File: config.mk
export PLATFORM = sky130hd
export DESIGN_NAME = mgmt_indirect_engine
export DESIGN_NICKNAME = d
export VERILOG_FILES = /design/src/rtl/mie_pkg.sv /design/src/rtl/mie_poll_timer.sv /design/src/rtl/mie_sequencer.sv /design/src/rtl/mgmt_indirect_engine.sv
export SDC_FILE = /design/constraint.sdc
export NUM_CORES = 1
export LEC_CHECK = 0
export BUFFER_PORTS_ARGS = -buffer_cell sky130_fd_sc_hd__clkbuf_2
export CORE_MARGIN = 3
export CORE_UTILIZATION = 53
export CTS_CLUSTER_SIZE = 25
export DETAILED_ROUTE_END_ITERATION = 7
export HOLD_SLACK_MARGIN = 0.1
export PLACE_DENSITY_LB_ADDON = 0.12
export SLEW_MARGIN = 5
export SYNTH_ARGS = -nofsm -noshare
export SYNTH_HDL_FRONTEND = slang
export SYNTH_HIERARCHICAL = 1
export SYNTH_SLANG_ARGS = --single-unit
File: constraint.sdc
create_clock -name clk -period 6.15 [get_ports clk]
set_clock_uncertainty 0.2 [all_clocks]
set_input_delay 1.23 -clock clk [delete_from_list [all_inputs] [get_ports clk]]
set_output_delay 1.23 -clock clk [all_outputs]
set_load 0.02 [all_outputs]
File: src/rtl/mie_pkg.sv
package mie_pkg;
    localparam int ADDR_W = 5;
    localparam int DATA_W = 16;

    localparam logic [ADDR_W-1:0] OFS_CMD  = 5'd0;
    localparam logic [ADDR_W-1:0] OFS_DATA = 5'd1;
    localparam int BUSY_BIT = 15;

    typedef enum logic [1:0] {
        ST_OK      = 2'b00,
        ST_TIMEOUT = 2'b01,
        ST_BUSERR  = 2'b10
    } mie_status_e;

    typedef enum logic [3:0] {
        S_IDLE, S_POLL, S_GAP, S_WDATA, S_WCMD, S_RDATA, S_DIRECT, S_RESP
    } mie_state_e;

    typedef struct packed {
        logic              write;
        logic [ADDR_W-1:0] tgt;
        logic [ADDR_W-1:0] dev;
        logic [ADDR_W-1:0] regad;
        logic [DATA_W-1:0] wdata;
    } mie_req_t;

    function automatic logic [DATA_W-1:0] mie_cmd_word(
        input logic write, input logic [ADDR_W-1:0] dev, input logic [ADDR_W-1:0] regad);
        logic [DATA_W-1:0] w;
        w          = '0;
        w[15]      = 1'b1;
        w[12]      = 1'b1;
        w[11:10]   = write ? 2'b01 : 2'b10;
        w[9:5]     = dev;
        w[4:0]     = regad;
        return w;
    endfunction
endpackage

File: src/rtl/mie_poll_timer.sv
module mie_poll_timer #(
    parameter int MAX_POLLS = 100,
    parameter int POLL_GAP  = 100000
) (
    input  logic clk,
    input  logic rst,
    input  logic wait_start,
    input  logic busy_hit,
    output logic last_try,
    output logic gap_done
);
    localparam int RW = $clog2(MAX_POLLS + 1);
    localparam int GW = $clog2(POLL_GAP + 1);

    logic [RW-1:0] retries;
    logic [GW-1:0] gap_cnt;

    always_ff @(posedge clk) begin
        if (rst) begin
            retries <= '0;
            gap_cnt <= '0;
        end else begin
            if (wait_start)
                retries <= '0;
            else if (busy_hit)
                retries <= retries + 1'b1;

            if (busy_hit)
                gap_cnt <= GW'(POLL_GAP - 1);
            else if (gap_cnt != '0)
                gap_cnt <= gap_cnt - 1'b1;
        end
    end

    assign last_try = (retries == RW'(MAX_POLLS - 1));
    assign gap_done = (gap_cnt == '0);


    retry_bound_chk: assert property (@(posedge clk) disable iff (rst)
        busy_hit |-> (retries < RW'(MAX_POLLS)));
endmodule

File: src/rtl/mie_sequencer.sv
module mie_sequencer
    import mie_pkg::*;
(
    input  logic              clk,
    input  logic              rst,
    input  logic [ADDR_W-1:0] cfg_target,
    input  logic              host_valid,
    output logic              host_ready,
    input  logic              host_write,
    input  logic [ADDR_W-1:0] host_dev,
    input  logic [ADDR_W-1:0] host_reg,
    input  logic [DATA_W-1:0] host_wdata,
    output logic              rsp_valid,
    output logic [1:0]        rsp_status,
    output logic [DATA_W-1:0] rsp_rdata,
    output logic              bus_req,
    output logic              bus_write,
    output logic [ADDR_W-1:0] bus_addr,
    output logic [ADDR_W-1:0] bus_reg,
    output logic [DATA_W-1:0] bus_wdata,
    input  logic              bus_ack,
    input  logic [DATA_W-1:0] bus_rdata,
    input  logic              bus_err,
    output logic              wait_start,
    output logic              busy_hit,
    input  logic              last_try,
    input  logic              gap_done
);
    mie_state_e  state;
    mie_req_t    req;
    logic        phase;
    mie_status_e st_q;
    logic [DATA_W-1:0] rd_q;

    logic accept, done_ok;
    assign accept     = host_valid && host_ready;
    assign host_ready = (state == S_IDLE);
    assign done_ok    = bus_ack && !bus_err;
    assign busy_hit   = (state == S_POLL) && done_ok && bus_rdata[BUSY_BIT];
    assign wait_start = (accept && cfg_target != '0) || ((state == S_WCMD) && done_ok);

    always_ff @(posedge clk) begin
        if (rst) begin
            state <= S_IDLE;
            req   <= '0;
            phase <= 1'b0;
            st_q  <= ST_OK;
            rd_q  <= '0;
        end else begin
            case (state)
                S_IDLE: if (accept) begin
                    req   <= '{write: host_write, tgt: cfg_target, dev: host_dev,
                               regad: host_reg, wdata: host_wdata};
                    phase <= 1'b0;
                    state <= (cfg_target == '0) ? S_DIRECT : S_POLL;
                end
                S_POLL: if (bus_ack) begin
                    if (bus_err) begin
                        state <= S_RESP; st_q <= ST_BUSERR; rd_q <= '0;
                    end else if (bus_rdata[BUSY_BIT]) begin
                        if (last_try) begin
                            state <= S_RESP; st_q <= ST_TIMEOUT; rd_q <= '0;
                        end else begin
                            state <= S_GAP;
                        end
                    end else if (!phase) begin
                        phase <= 1'b1;
                        state <= req.write ? S_WDATA : S_WCMD;
                    end else if (req.write) begin
                        state <= S_RESP; st_q <= ST_OK; rd_q <= '0;
                    end else begin
                        state <= S_RDATA;
                    end
                end
                S_GAP: if (gap_done) state <= S_POLL;
                S_WDATA: if (bus_ack) begin
                    if (bus_err) begin
                        state <= S_RESP; st_q <= ST_BUSERR; rd_q <= '0;
                    end else begin
                        state <= S_WCMD;
                    end
                end
                S_WCMD: if (bus_ack) begin
                    if (bus_err) begin
                        state <= S_RESP; st_q <= ST_BUSERR; rd_q <= '0;
                    end else begin
                        state <= S_POLL;
                    end
                end
                S_RDATA, S_DIRECT: if (bus_ack) begin
                    state <= S_RESP;
                    st_q  <= bus_err ? ST_BUSERR : ST_OK;
                    rd_q  <= (bus_err || (state == S_DIRECT && req.write)) ? '0 : bus_rdata;
                end
                S_RESP: state <= S_IDLE;
                default: state <= S_IDLE;
            endcase
        end
    end

    always_comb begin
        bus_req   = 1'b0;
        bus_write = 1'b0;
        bus_addr  = req.tgt;
        bus_reg   = OFS_CMD;
        bus_wdata = '0;
        case (state)
            S_POLL:   bus_req = 1'b1;
            S_WDATA:  begin bus_req = 1'b1; bus_write = 1'b1; bus_reg = OFS_DATA; bus_wdata = req.wdata; end
            S_WCMD:   begin bus_req = 1'b1; bus_write = 1'b1;
                            bus_wdata = mie_cmd_word(req.write, req.dev, req.regad); end
            S_RDATA:  begin bus_req = 1'b1; bus_reg = OFS_DATA; end
            S_DIRECT: begin bus_req = 1'b1; bus_write = req.write; bus_addr = req.dev;
                            bus_reg = req.regad; bus_wdata = req.wdata; end
            default:  ;
        endcase
    end

    assign rsp_valid  = (state == S_RESP);
    assign rsp_status = st_q;
    assign rsp_rdata  = rd_q;


    req_hold_chk: assert property (@(posedge clk) disable iff (rst)
        (bus_req && !bus_ack) |=> (bus_req && $stable(bus_write) && $stable(bus_addr)
                                   && $stable(bus_reg) && $stable(bus_wdata)));

    cmd_fmt_chk: assert property (@(posedge clk) disable iff (rst)
        (bus_req && bus_write && state == S_WCMD) |->
        (bus_wdata[15] && bus_wdata[12] && (bus_wdata[11] ^ bus_wdata[10])
         && bus_wdata[11] == !req.write && bus_wdata[9:5] == req.dev && bus_wdata[4:0] == req.regad));

    idle_quiet_chk: assert property (@(posedge clk) disable iff (rst)
        host_ready |-> (!bus_req && !rsp_valid));

    accept_lock_chk: assert property (@(posedge clk) disable iff (rst)
        (host_valid && host_ready) |=> !host_ready);

    rsp_release_chk: assert property (@(posedge clk) disable iff (rst)
        rsp_valid |=> (host_ready && !rsp_valid));

    err_abort_chk: assert property (@(posedge clk) disable iff (rst)
        (bus_req && bus_ack && bus_err) |=> (rsp_valid && rsp_status == 2'b10 && !bus_req));
endmodule

File: src/rtl/mgmt_indirect_engine.sv
module mgmt_indirect_engine
    import mie_pkg::*;
#(
    parameter int MAX_POLLS = 100,
    parameter int POLL_GAP  = 100000
) (
    input  logic        clk,
    input  logic        rst,
    input  logic [4:0]  cfg_target,
    input  logic        host_valid,
    output logic        host_ready,
    input  logic        host_write,
    input  logic [4:0]  host_dev,
    input  logic [4:0]  host_reg,
    input  logic [15:0] host_wdata,
    output logic        rsp_valid,
    output logic [1:0]  rsp_status,
    output logic [15:0] rsp_rdata,
    output logic        bus_req,
    output logic        bus_write,
    output logic [4:0]  bus_addr,
    output logic [4:0]  bus_reg,
    output logic [15:0] bus_wdata,
    input  logic        bus_ack,
    input  logic [15:0] bus_rdata,
    input  logic        bus_err
);
    logic wait_start, busy_hit, last_try, gap_done;

    mie_poll_timer #(.MAX_POLLS(MAX_POLLS), .POLL_GAP(POLL_GAP)) u_timer (
        .clk(clk), .rst(rst), .wait_start(wait_start), .busy_hit(busy_hit),
        .last_try(last_try), .gap_done(gap_done)
    );

    mie_sequencer u_seq (
        .clk(clk), .rst(rst), .cfg_target(cfg_target),
        .host_valid(host_valid), .host_ready(host_ready), .host_write(host_write),
        .host_dev(host_dev), .host_reg(host_reg), .host_wdata(host_wdata),
        .rsp_valid(rsp_valid), .rsp_status(rsp_status), .rsp_rdata(rsp_rdata),
        .bus_req(bus_req), .bus_write(bus_write), .bus_addr(bus_addr), .bus_reg(bus_reg),
        .bus_wdata(bus_wdata), .bus_ack(bus_ack), .bus_rdata(bus_rdata), .bus_err(bus_err),
        .wait_start(wait_start), .busy_hit(busy_hit), .last_try(last_try), .gap_done(gap_done)
    );
endmodule

==> flow_metrics.tcl <==
set metrics [dict create \
    fp-row-count 30 \
    fmaxAchievable_mhz 260.3 \
    ys_seq_area_frac 0.4101 \
    diodes 0 \
    fp.dieArea_sq_um 8236 \
    core_sq_um 6869 \
    path_cells "nor2b_1 -> nand2_1 -> mux2_2 -> clkbuf_2" \
    worstMarginPinSlew_ns 1.138 \
    path_depth 4 \
    finalHoldViolCount 0 \
    grt_pass1_wl_microns 15690 \
    synth_most_common_cell "nand2_1" \
    fin_cells 652 \
    dr.pass1.iters 5 \
    wl_per_cell_microns 14.60 \
    antenna_left 0 \
    synth_area_leader_cell "dfxtp_1" \
    whs_path_depth 2 \
    overflow 0 \
    path_delay_family "flip-flops" \
    clk_path_buf_depth 2 \
    routed_wirelength_microns 9518 \
    synth_edf_count 0 \
    route.detailed.drc 0 \
    avgViaCountPerCell 5.684 \
    path_max_fanout 24 \
    power.total_uw 1807 \
    syn2layout_area_growth_pct 18.44 \
    drv_cap 0 \
    synthTopCellsByCount "nand2_1, dfxtp_1, a21oi_1" \
    chipHeight_microns 90.76 \
    power.density_nw_per_um2 400.6 \
    place_congestion 0.8579 \
    synth_top_area_share 0.4101 \
    critical_path.endpoint_type "output pin" \
    postSynthAreaPerCell_sq_um 8.101 \
    cts_made_buffers 9 \
    dp_hpwl_microns 6502 \
    max_slew_margin 0.2412 \
    clock_sinks 78 \
    ys_types 59 \
    grt_pass1_vias 3345 \
    grt_max_degree 54 \
    syn_area_sq_um 3807 \
    min_period_ns 3.842 \
    io_pins 101 \
    async_flop_share 0 \
    grt_setup_unrepaired "no" \
    cp_slowest_cell "dfxtp_1" \
    status "completed" \
    r2r-start "u_seq/state[1]" \
    clkLatencyLatePin_ns 0.36 \
    syn-instance-count 470 \
    hp-class "reg2reg" \
    die-width_microns 90.76 \
    slew_viol_final 0 \
    vias 3706 \
    port_buffers 100 \
    worst-path-buf-inv 1 \
    hold_path.startpoint "u_seq/req[9]" \
    yosys_most_used_dff "dfxtp_1" \
    worstReg2RegEnd "u_seq/rsp_rdata[3]" \
    start_util 0.5543 \
    ctsHoldBuffers 0 \
    cts_resized 0 \
    crit_path_start_kind "register" \
    synth_seq_cells 78 \
    r2r.worst_path.cells 4 \
    nets 606 \
    finalCritPeriodShare 0.6248 \
    min_to "u_seq/req[9]" \
    ir_drop_mv 0.1777 \
    grt_usage 0.2295 \
    cts_setup_buffers 0 \
    power.leakage_uw 0.001902 \
    cp.required_ns 4.72 \
    clk_pin_slew_ns 0.08 \
    crit_arrival_ns 2.41 \
    root_buffer "clkbuf_8" \
    yosys_warnings 6 \
    nFillCells 619 \
    place_inst 636 \
    crit_type "reg2out" \
    drt_iter0_drc 280 \
    ys_top_cells_by_area "dfxtp_1, nand2_1, a21oi_1" \
    r2r_slack_ns 2.67 \
    setup-tns-final_ns 0 \
    cts_tree "done" \
    syn_nets 525 \
    critical_path.max_stage_delay_ns 0.81 \
    setup_viol 0 \
    layout-drive-gt1-share 0.2644 \
    htree_levels 3 \
    antenna_found_initial 0 \
]
-- cell type report --
type / count / area [sq um] / area share
Sequential cell: 78 / 1562 / 0.3463
Clock buffer: 10 / 127.6 / 0.02830
Tap cell: 96 / 120.1 / 0.02664
Clock inverter: 6 / 93.84 / 0.02081
Inverter: 14 / 52.55 / 0.01165
Multi-Input combinational cell: 346 / 2038 / 0.4520
Timing Repair Buffer: 102 / 515.5 / 0.1143
-- state kept, by name, summed over array words and instances (netlist names) --
signal / count
u_seq/rsp_rdata: 16
u_seq/req: 32
u_timer/retries: 7
u_seq/state: 3
u_timer/gap_cnt: 17
u_seq/rsp_status: 2
u_seq/phase: 1
-- worst max-delay path by stage --
stage                                    end  slack (ns)            from
final                            bus_addr[4]        2.31  u_seq/state[2]
after global routing             bus_addr[4]        2.17  u_seq/state[2]
after CTS                        bus_addr[4]        2.32  u_seq/state[2]
after detailed placement  u_seq/rsp_rdata[3]        2.36         bus_err
after global placement    u_seq/rsp_rdata[3]        2.49         bus_err
after floorplan           u_timer/retries[5]        3.24   cfg_target[0]
-- logic make-up (layout without fill, tap and decap cells) --
| kind of cell | count (synthesis) | count (layout) | synth area share |
|---|---|---|---|
| buffers and inverters | 46 | 132 | 0.05455 |
| and+or+nand+nor | 203 | 203 | 0.2695 |
| adders and majority gates | 2 | 2 | 0.006571 |
| xor gates and xnor gates | 5 | 5 | 0.01150 |
| muxes | 12 | 12 | 0.03352 |
| AOI/OAI and AO/OA | 124 | 124 | 0.2143 |
| DFF | 78 | 78 | 0.4101 |
-- placed cells by master, fill, tap and decap left out, types with 7 or more instances in the layout --
cell	count
inv_1	12
nand4_1	19
dfxtp_1	78
a22o_1	12
nor3_1	8
o21ai_2	10
nand2_1	97
a21oi_1	43
nor2_1	15
clkbuf_8	9
or3_1	9
clkbuf_2	100
and3_1	10
o21ai_0	21
and2_1	7
-- routing by layer --
layer / vias up / global-route usage / share of wire
met2: 137 / 0.3644 / 0.47
li1: 1852 / - / -
met1: 1710 / 0.3046 / 0.45
met5: - / 0 / 0
met3: 7 / 0.06417 / 0.069
met4: 0 / 0.06633 / 0.0087
-- tightest hold or removal path, delay by kind of cell (launching register included) --
kind	cells	cell delay, ns
compound gates	1	0.05
flops	1	0.31
simple gates	1	0.05
-- power by group --
part           leakage [uW]  internal [uW]  switching, uW
combinational       0.00116            250            430
sequential         0.000636            593            101
clock              0.000107            232            200
-- stage by stage --
stage,utilization,worst slack [ns],hold WS [ns],cell area (sq um)
finish,0.6565,2.308,0.2565,4509
global route,0.6565,2.165,0.2740,4509
CTS,0.6565,2.318,0.2575,4509
global placement,0.6242,2.491,0.2384,4288
detailed placement,0.6242,2.357,0.2457,4288
floorplan,-,3.244,0.2321,3807
Note: power is estimated with default switching activity, not from simulation.
